===== src/rtl/scl_tg_pkg.sv =====
package scl_tg_pkg;
  localparam int REG_W        = 16;
  localparam int SF_STEP_LSB  = 0;
  localparam int SF_STEP_W    = 6;
  localparam int SF_SAMP_LSB  = 8;
  localparam int SAMP_W       = 3;
  localparam int SF_RDPOS_LSB = 12;
  localparam int HS_STEP_LSB  = 8;
  localparam int HS_STEP_W    = 3;
  localparam int HS_SAMP_LSB  = 12;
  localparam int HS_EN_W      = 2;
  localparam logic [HS_EN_W-1:0] HS_EN_CODE = 2'b11;

  typedef struct packed {
    logic                 hs;
    logic [SF_STEP_W-1:0] step_lim;
    logic [SAMP_W-1:0]    samp_lim;
    logic [SAMP_W-1:0]    rd_pos;
  } tg_cfg_t;
endpackage


===== src/rtl/scl_tg_decode.sv =====
module scl_tg_decode
  import scl_tg_pkg::*;
(
  input  logic [REG_W-1:0] std_word_i,
  input  logic [REG_W-1:0] hs_word_i,
  output tg_cfg_t          cfg_o
);
  localparam int PAD_W = SF_STEP_W - HS_STEP_W;

  logic                 hs_sel;
  logic [SF_STEP_W-1:0] hs_step_ext;
  logic [SAMP_W-1:0]    sf_samp;
  logic [SAMP_W-1:0]    sf_pos;

  assign hs_sel = (hs_word_i[HS_EN_W-1:0] == HS_EN_CODE);

  generate
    if (PAD_W > 0) begin : g_pad
      assign hs_step_ext = {{PAD_W{1'b0}}, hs_word_i[HS_STEP_LSB +: HS_STEP_W]};
    end else begin : g_nopad
      assign hs_step_ext = hs_word_i[HS_STEP_LSB +: SF_STEP_W];
    end
  endgenerate

  assign sf_samp = std_word_i[SF_SAMP_LSB +: SAMP_W];
  assign sf_pos  = std_word_i[SF_RDPOS_LSB +: SAMP_W];

  always_comb begin
    cfg_o = '0;
    if (hs_sel) begin
      cfg_o.hs       = 1'b1;
      cfg_o.step_lim = hs_step_ext;
      cfg_o.samp_lim = hs_word_i[HS_SAMP_LSB +: SAMP_W];
      cfg_o.rd_pos   = '0;
    end else begin
      cfg_o.hs       = 1'b0;
      cfg_o.step_lim = std_word_i[SF_STEP_LSB +: SF_STEP_W];
      cfg_o.samp_lim = sf_samp;
      cfg_o.rd_pos   = (sf_pos > sf_samp) ? sf_samp : sf_pos;
    end
  end
endmodule


===== src/rtl/scl_tg_shadow.sv =====
module scl_tg_shadow
  import scl_tg_pkg::*;
(
  input  logic    clk,
  input  logic    rst_n,
  input  logic    load_i,
  input  tg_cfg_t cfg_i,
  output tg_cfg_t cfg_o
);
  tg_cfg_t cfg_q;

  always_ff @(posedge clk or negedge rst_n) begin
    if (!rst_n)      cfg_q <= '0;
    else if (load_i) cfg_q <= cfg_i;
  end

  assign cfg_o = cfg_q;
endmodule


===== src/rtl/scl_tg_counter.sv =====
module scl_tg_counter
  import scl_tg_pkg::*;
(
  input  logic    clk,
  input  logic    rst_n,
  input  logic    run_i,
  input  tg_cfg_t cfg_i,
  output logic    period_end_o,
  output logic    tick_o,
  output logic    strobe_o
);
  logic [SF_STEP_W-1:0] step_q;
  logic [SAMP_W-1:0]    samp_q;
  logic                 tick_q;
  logic                 strobe_q;
  logic                 step_end;
  logic                 samp_end;

  assign step_end     = (step_q == cfg_i.step_lim);
  assign samp_end     = (samp_q == cfg_i.samp_lim);
  assign period_end_o = run_i && step_end && samp_end;

  always_ff @(posedge clk or negedge rst_n) begin
    if (!rst_n) begin
      step_q   <= '0;
      samp_q   <= '0;
      tick_q   <= 1'b0;
      strobe_q <= 1'b0;
    end else if (!run_i) begin
      step_q   <= '0;
      samp_q   <= '0;
      tick_q   <= 1'b0;
      strobe_q <= 1'b0;
    end else begin
      step_q   <= step_end ? '0 : step_q + 1'b1;
      if (step_end) samp_q <= samp_end ? '0 : samp_q + 1'b1;
      tick_q   <= step_end && samp_end;
      strobe_q <= step_end && (samp_q == cfg_i.rd_pos);
    end
  end

  assign tick_o   = tick_q;
  assign strobe_o = strobe_q;
endmodule


===== src/rtl/scl_timing_gen.sv =====
module scl_timing_gen
  import scl_tg_pkg::*;
(
  input  logic             clk,
  input  logic             rst_n,
  input  logic             enable_i,
  input  logic [REG_W-1:0] std_timing_i,
  input  logic [REG_W-1:0] hs_timing_i,
  output logic             half_tick_o,
  output logic             sample_o,
  output logic             hs_mode_o
);
  tg_cfg_t next_cfg;
  tg_cfg_t live_cfg;
  logic    period_end;

  scl_tg_decode u_decode (
    .std_word_i (std_timing_i),
    .hs_word_i  (hs_timing_i),
    .cfg_o      (next_cfg)
  );

  scl_tg_shadow u_shadow (
    .clk    (clk),
    .rst_n  (rst_n),
    .load_i (!enable_i || period_end),
    .cfg_i  (next_cfg),
    .cfg_o  (live_cfg)
  );

  scl_tg_counter u_counter (
    .clk          (clk),
    .rst_n        (rst_n),
    .run_i        (enable_i),
    .cfg_i        (live_cfg),
    .period_end_o (period_end),
    .tick_o       (half_tick_o),
    .strobe_o     (sample_o)
  );

  assign hs_mode_o = live_cfg.hs;
endmodule


===== config.mk =====
export PLATFORM = sky130hd
export DESIGN_NAME = scl_timing_gen
export DESIGN_NICKNAME = d
export VERILOG_FILES = /design/src/rtl/scl_tg_pkg.sv /design/src/rtl/scl_tg_decode.sv /design/src/rtl/scl_tg_shadow.sv /design/src/rtl/scl_tg_counter.sv /design/src/rtl/scl_timing_gen.sv
export SDC_FILE = /design/constraint.sdc
export NUM_CORES = 1
export LEC_CHECK = 0
export ABC_AREA = 1
export BUFFER_PORTS_ARGS = -buffer_cell sky130_fd_sc_hd__clkbuf_2
export CAP_MARGIN = 25
export CORE_MARGIN = 2
export CORE_UTILIZATION = 56
export DETAILED_ROUTE_END_ITERATION = 8
export PLACE_DENSITY = 0.92
export RECOVER_POWER = 100
export SLEW_MARGIN = 20
export SYNTH_ARGS = -nofsm -noshare
export SYNTH_HDL_FRONTEND = slang
export SYNTH_SLANG_ARGS = --single-unit
export TNS_END_PERCENT = 1

===== constraint.sdc =====
create_clock -name clk -period 2.15 [get_ports clk]
set_input_delay 0 -clock clk [delete_from_list [all_inputs] [get_ports clk]]
set_output_delay 0 -clock clk [all_outputs]
set_load 0.02 [all_outputs]

==> flow_summary.ini <==
[cells_and_area]
num-fill-cells = 178
mostFrequentLayoutCells = nand2_1, inv_1, dfrtp_1
diodes = 0
area_growth_pct = 20.0
final_area_um2 = 1790
drive_gt1_frac = 0.135
final_nets = 292
seqCellArea_um2 = 601
multi_input_area_um2 = 739
fin_cells = 281
final_common_cell = nand2_1

[worst_setup_path]
path_cells = inv_1 -> nand2_1 -> nand2_1 -> inv_1 -> nand2_1 -> nor2_1 -> nand4_2 -> nand3_1 -> nand2_1
crit_buf_inv = 2
path_depth = 9
crit_type = flip-flop to flip-flop
reg2reg_depth = 9
setup.worst_path.end_class = flip-flop
crit_top_cell = nand2_1
arrival_ps = 1810
crit_fanout = 14
cpMaxStageDelayCell = dfrtp_1
cpPeakStageDelay_ps = 430
required_ps = 2380
path_delay_family = simple AND/OR/NAND/NOR gates
reg2reg_setup_slack_ps = 570
worst_setup_path_start_kind = flip-flop

[power_and_ir_drop]
ir_worst_vdd_mv = 0.521
p_comb_frac = 0.236
pwr-share-clk = 0.293
finalPower_uw = 1120
p_per_area_nw_per_um2 = 627
p_leak_uw = 0.00104
power_frac_seq = 0.470
internal_power_uw = 789
switchingPower_uw = 334
swShare = 0.297

[worst_hold_path]
hold-path-cell-count = 5
hp-class = input pin to flip-flop

[die]
die-area_um2 = 3090
core_um2 = 2500
initial_utilization = 0.597
die_h_um = 55.6
ios = 38
num_rows = 18
die_w_um = 55.6

[clock_network]
path_clk_slew_ps = 140
tritoncts = yes
cts-buffers-inserted = 3
clk_path_buf_depth = 2
cts_max_level = 1
root_buffer = clkbuf_4
clock-sinks = 24
postCtsSetupRepairBufs = 0
post_cts_resized = 0
clock_latency_ps = 320

[logic_synthesis]
avgSynthCellArea_um2 = 6.97
synthCells = 214
ys_ff_latch = 24
synthesis.area_um2 = 1490
ys_types = 21
yosysWarnings = 0
synth_fp_nets = 254
ys_seq_area_frac = 0.403

[sta]
tightest_slew_ps = 1270
hold_viol_final = 0
relSlewSlack = 0.153
setup_viol = 0
worst_slack_ps = 571
max_freq_ghz = 0.633
period_share = 0.734
post-route-min-period_ps = 1580
tns_ps = 0
clock_skew_ps = 12.5
slew_viol_final = 0
rsz0062_at_grt = no

[placed_design]
hpwl_mm = 2.26
dp_cells = 264
finalWeightedCongestion = 0.808
io_buffers = 25
dp_slack_ps = 625
place_area_um2 = 1620

[grt]
grt_pass1_wl_mm = 5.78
grt_start_max_net_pins = 25
antenna_found_initial = 0
grt_overflow_total = 0
grt_usage = 0.237
grt_pass1_vias = 1352

[detailed_routing]
wirelength_mm = 3.35
via_count = 1416
post_drt_wl_per_cell_um = 11.9
drt_iter0_drc = 37
drc = 0
met1_length_mm = 1.38
top_layer = met4
first_pass_iters = 4
met3_length_um = 136
met2_length_mm = 1.68
viasPerCell = 5.04
ant_nets = 0

[job]
maxCapViolCount = 0

[run_status]
status = completed
-- layout make-up --
type	instances	share of cell area
Clock inverter	1	0.0168
Multi-Input combinational cell	156	0.413
Sequential cell	24	0.336
Inverter	29	0.0608
Tap cell	30	0.0210
Clock buffer	3	0.0126
Timing Repair Buffer	38	0.140
-- power groups by stage --
stage / Combinational, uW / Clock, uW / Sequential (uW)
2_1_floorplan: 182 / 0 / 530
3_3_place_gp: 232 / 0 / 533
3_5_place_dp: 243 / 0 / 536
4_1_cts: 264 / 333 / 527
5_1_grt: 306 / 348 / 534
6_report: 265 / 329 / 528
-- routing by layer --
layer  vias up  global-route usage
li1        721                   -
met1       615               0.282
met2        62               0.405
met3        18              0.0256
met4         0               0.153
met5         -                   0
-- timing repair --
item | 4_1_cts | 5_1_grt
hold buffers | 13 | 0
endpoints found under the hold margin | 33 | 0
endpoints found under the setup margin | 0 | 0
-- worst reg2reg max path, delay by kind of cell, from the launching register on --
kind / cells / cell delay, ps
and+or+nand+nor: 7 / 930
buffers and inverters: 2 / 130
DFF: 1 / 430
-- final timing paths --
kind | start | end
setup / recovery | u_shadow.cfg_o[8]$_DFFE_PN0P_ | u_shadow.cfg_o[10]$_DFFE_PN0P_
hold / removal | std_timing_i[8] | u_shadow.cfg_o[3]$_DFFE_PN0P_
setup reg to reg | u_shadow.cfg_o[8]$_DFFE_PN0P_ | u_shadow.cfg_o[10]$_DFFE_PN0P_
hold reg to reg | u_shadow.cfg_o[1]$_DFFE_PN0P_ | u_shadow.cfg_o[1]$_DFFE_PN0P_
max in group asynchronous | rst_n | u_shadow.cfg_o[2]$_DFFE_PN0P_
min in group asynchronous | rst_n | u_shadow.cfg_o[12]$_DFFE_PN0P_
-- cells by family after synthesis --
group	Yosys count	synth area share
and+or+nand+nor	135	0.376
adders and majority gates	5	0.0419
buffers and inverters	34	0.0965
DFF	24	0.403
xor gates and xnor gates	8	0.0470
AOI/OAI and AO/OA	8	0.0361
-- flip-flops by register name, indices dropped and copies added (netlist names) --
signal	flops
u_counter.samp_q	3
u_counter.step_q	6
u_counter.strobe_o	1
u_counter.tick_o	1
u_shadow.cfg_o	13
-- synthesized netlist by cell type --
| library cell | number | share of area |
|---|---|---|
| nand3_1 | 16 | 0.054 |
| dfrtp_1 | 24 | 0.40 |
| nand4_2 | 1 | 0.0084 |
| nor2_1 | 22 | 0.055 |
| o21ai_0 | 4 | 0.013 |
| nand3_2 | 1 | 0.0067 |
| inv_1 | 25 | 0.063 |
| o21ai_4 | 1 | 0.011 |
| nand2_1 | 90 | 0.23 |
| nor2_4 | 1 | 0.0075 |
| clkbuf_1 | 2 | 0.0050 |
| buf_6 | 2 | 0.015 |
| xnor2_1 | 2 | 0.012 |
| buf_2 | 1 | 0.0034 |
| a21oi_1 | 1 | 0.0034 |
| ha_1 | 5 | 0.042 |
| inv_2 | 4 | 0.010 |
| xor2_1 | 6 | 0.035 |
| nor3b_1 | 1 | 0.0050 |
| o22ai_1 | 2 | 0.0084 |
| nor2_2 | 3 | 0.013 |
-- metrics by stage --
step           hold WS [ps]  utilization
2_1_floorplan          -296            -
3_3_place_gp           13.7        0.648
3_5_place_dp           24.6        0.648
4_1_cts                13.5        0.721
5_1_grt                46.2        0.716
6_report               26.7        0.716
Power figures use the tool's default switching activity.
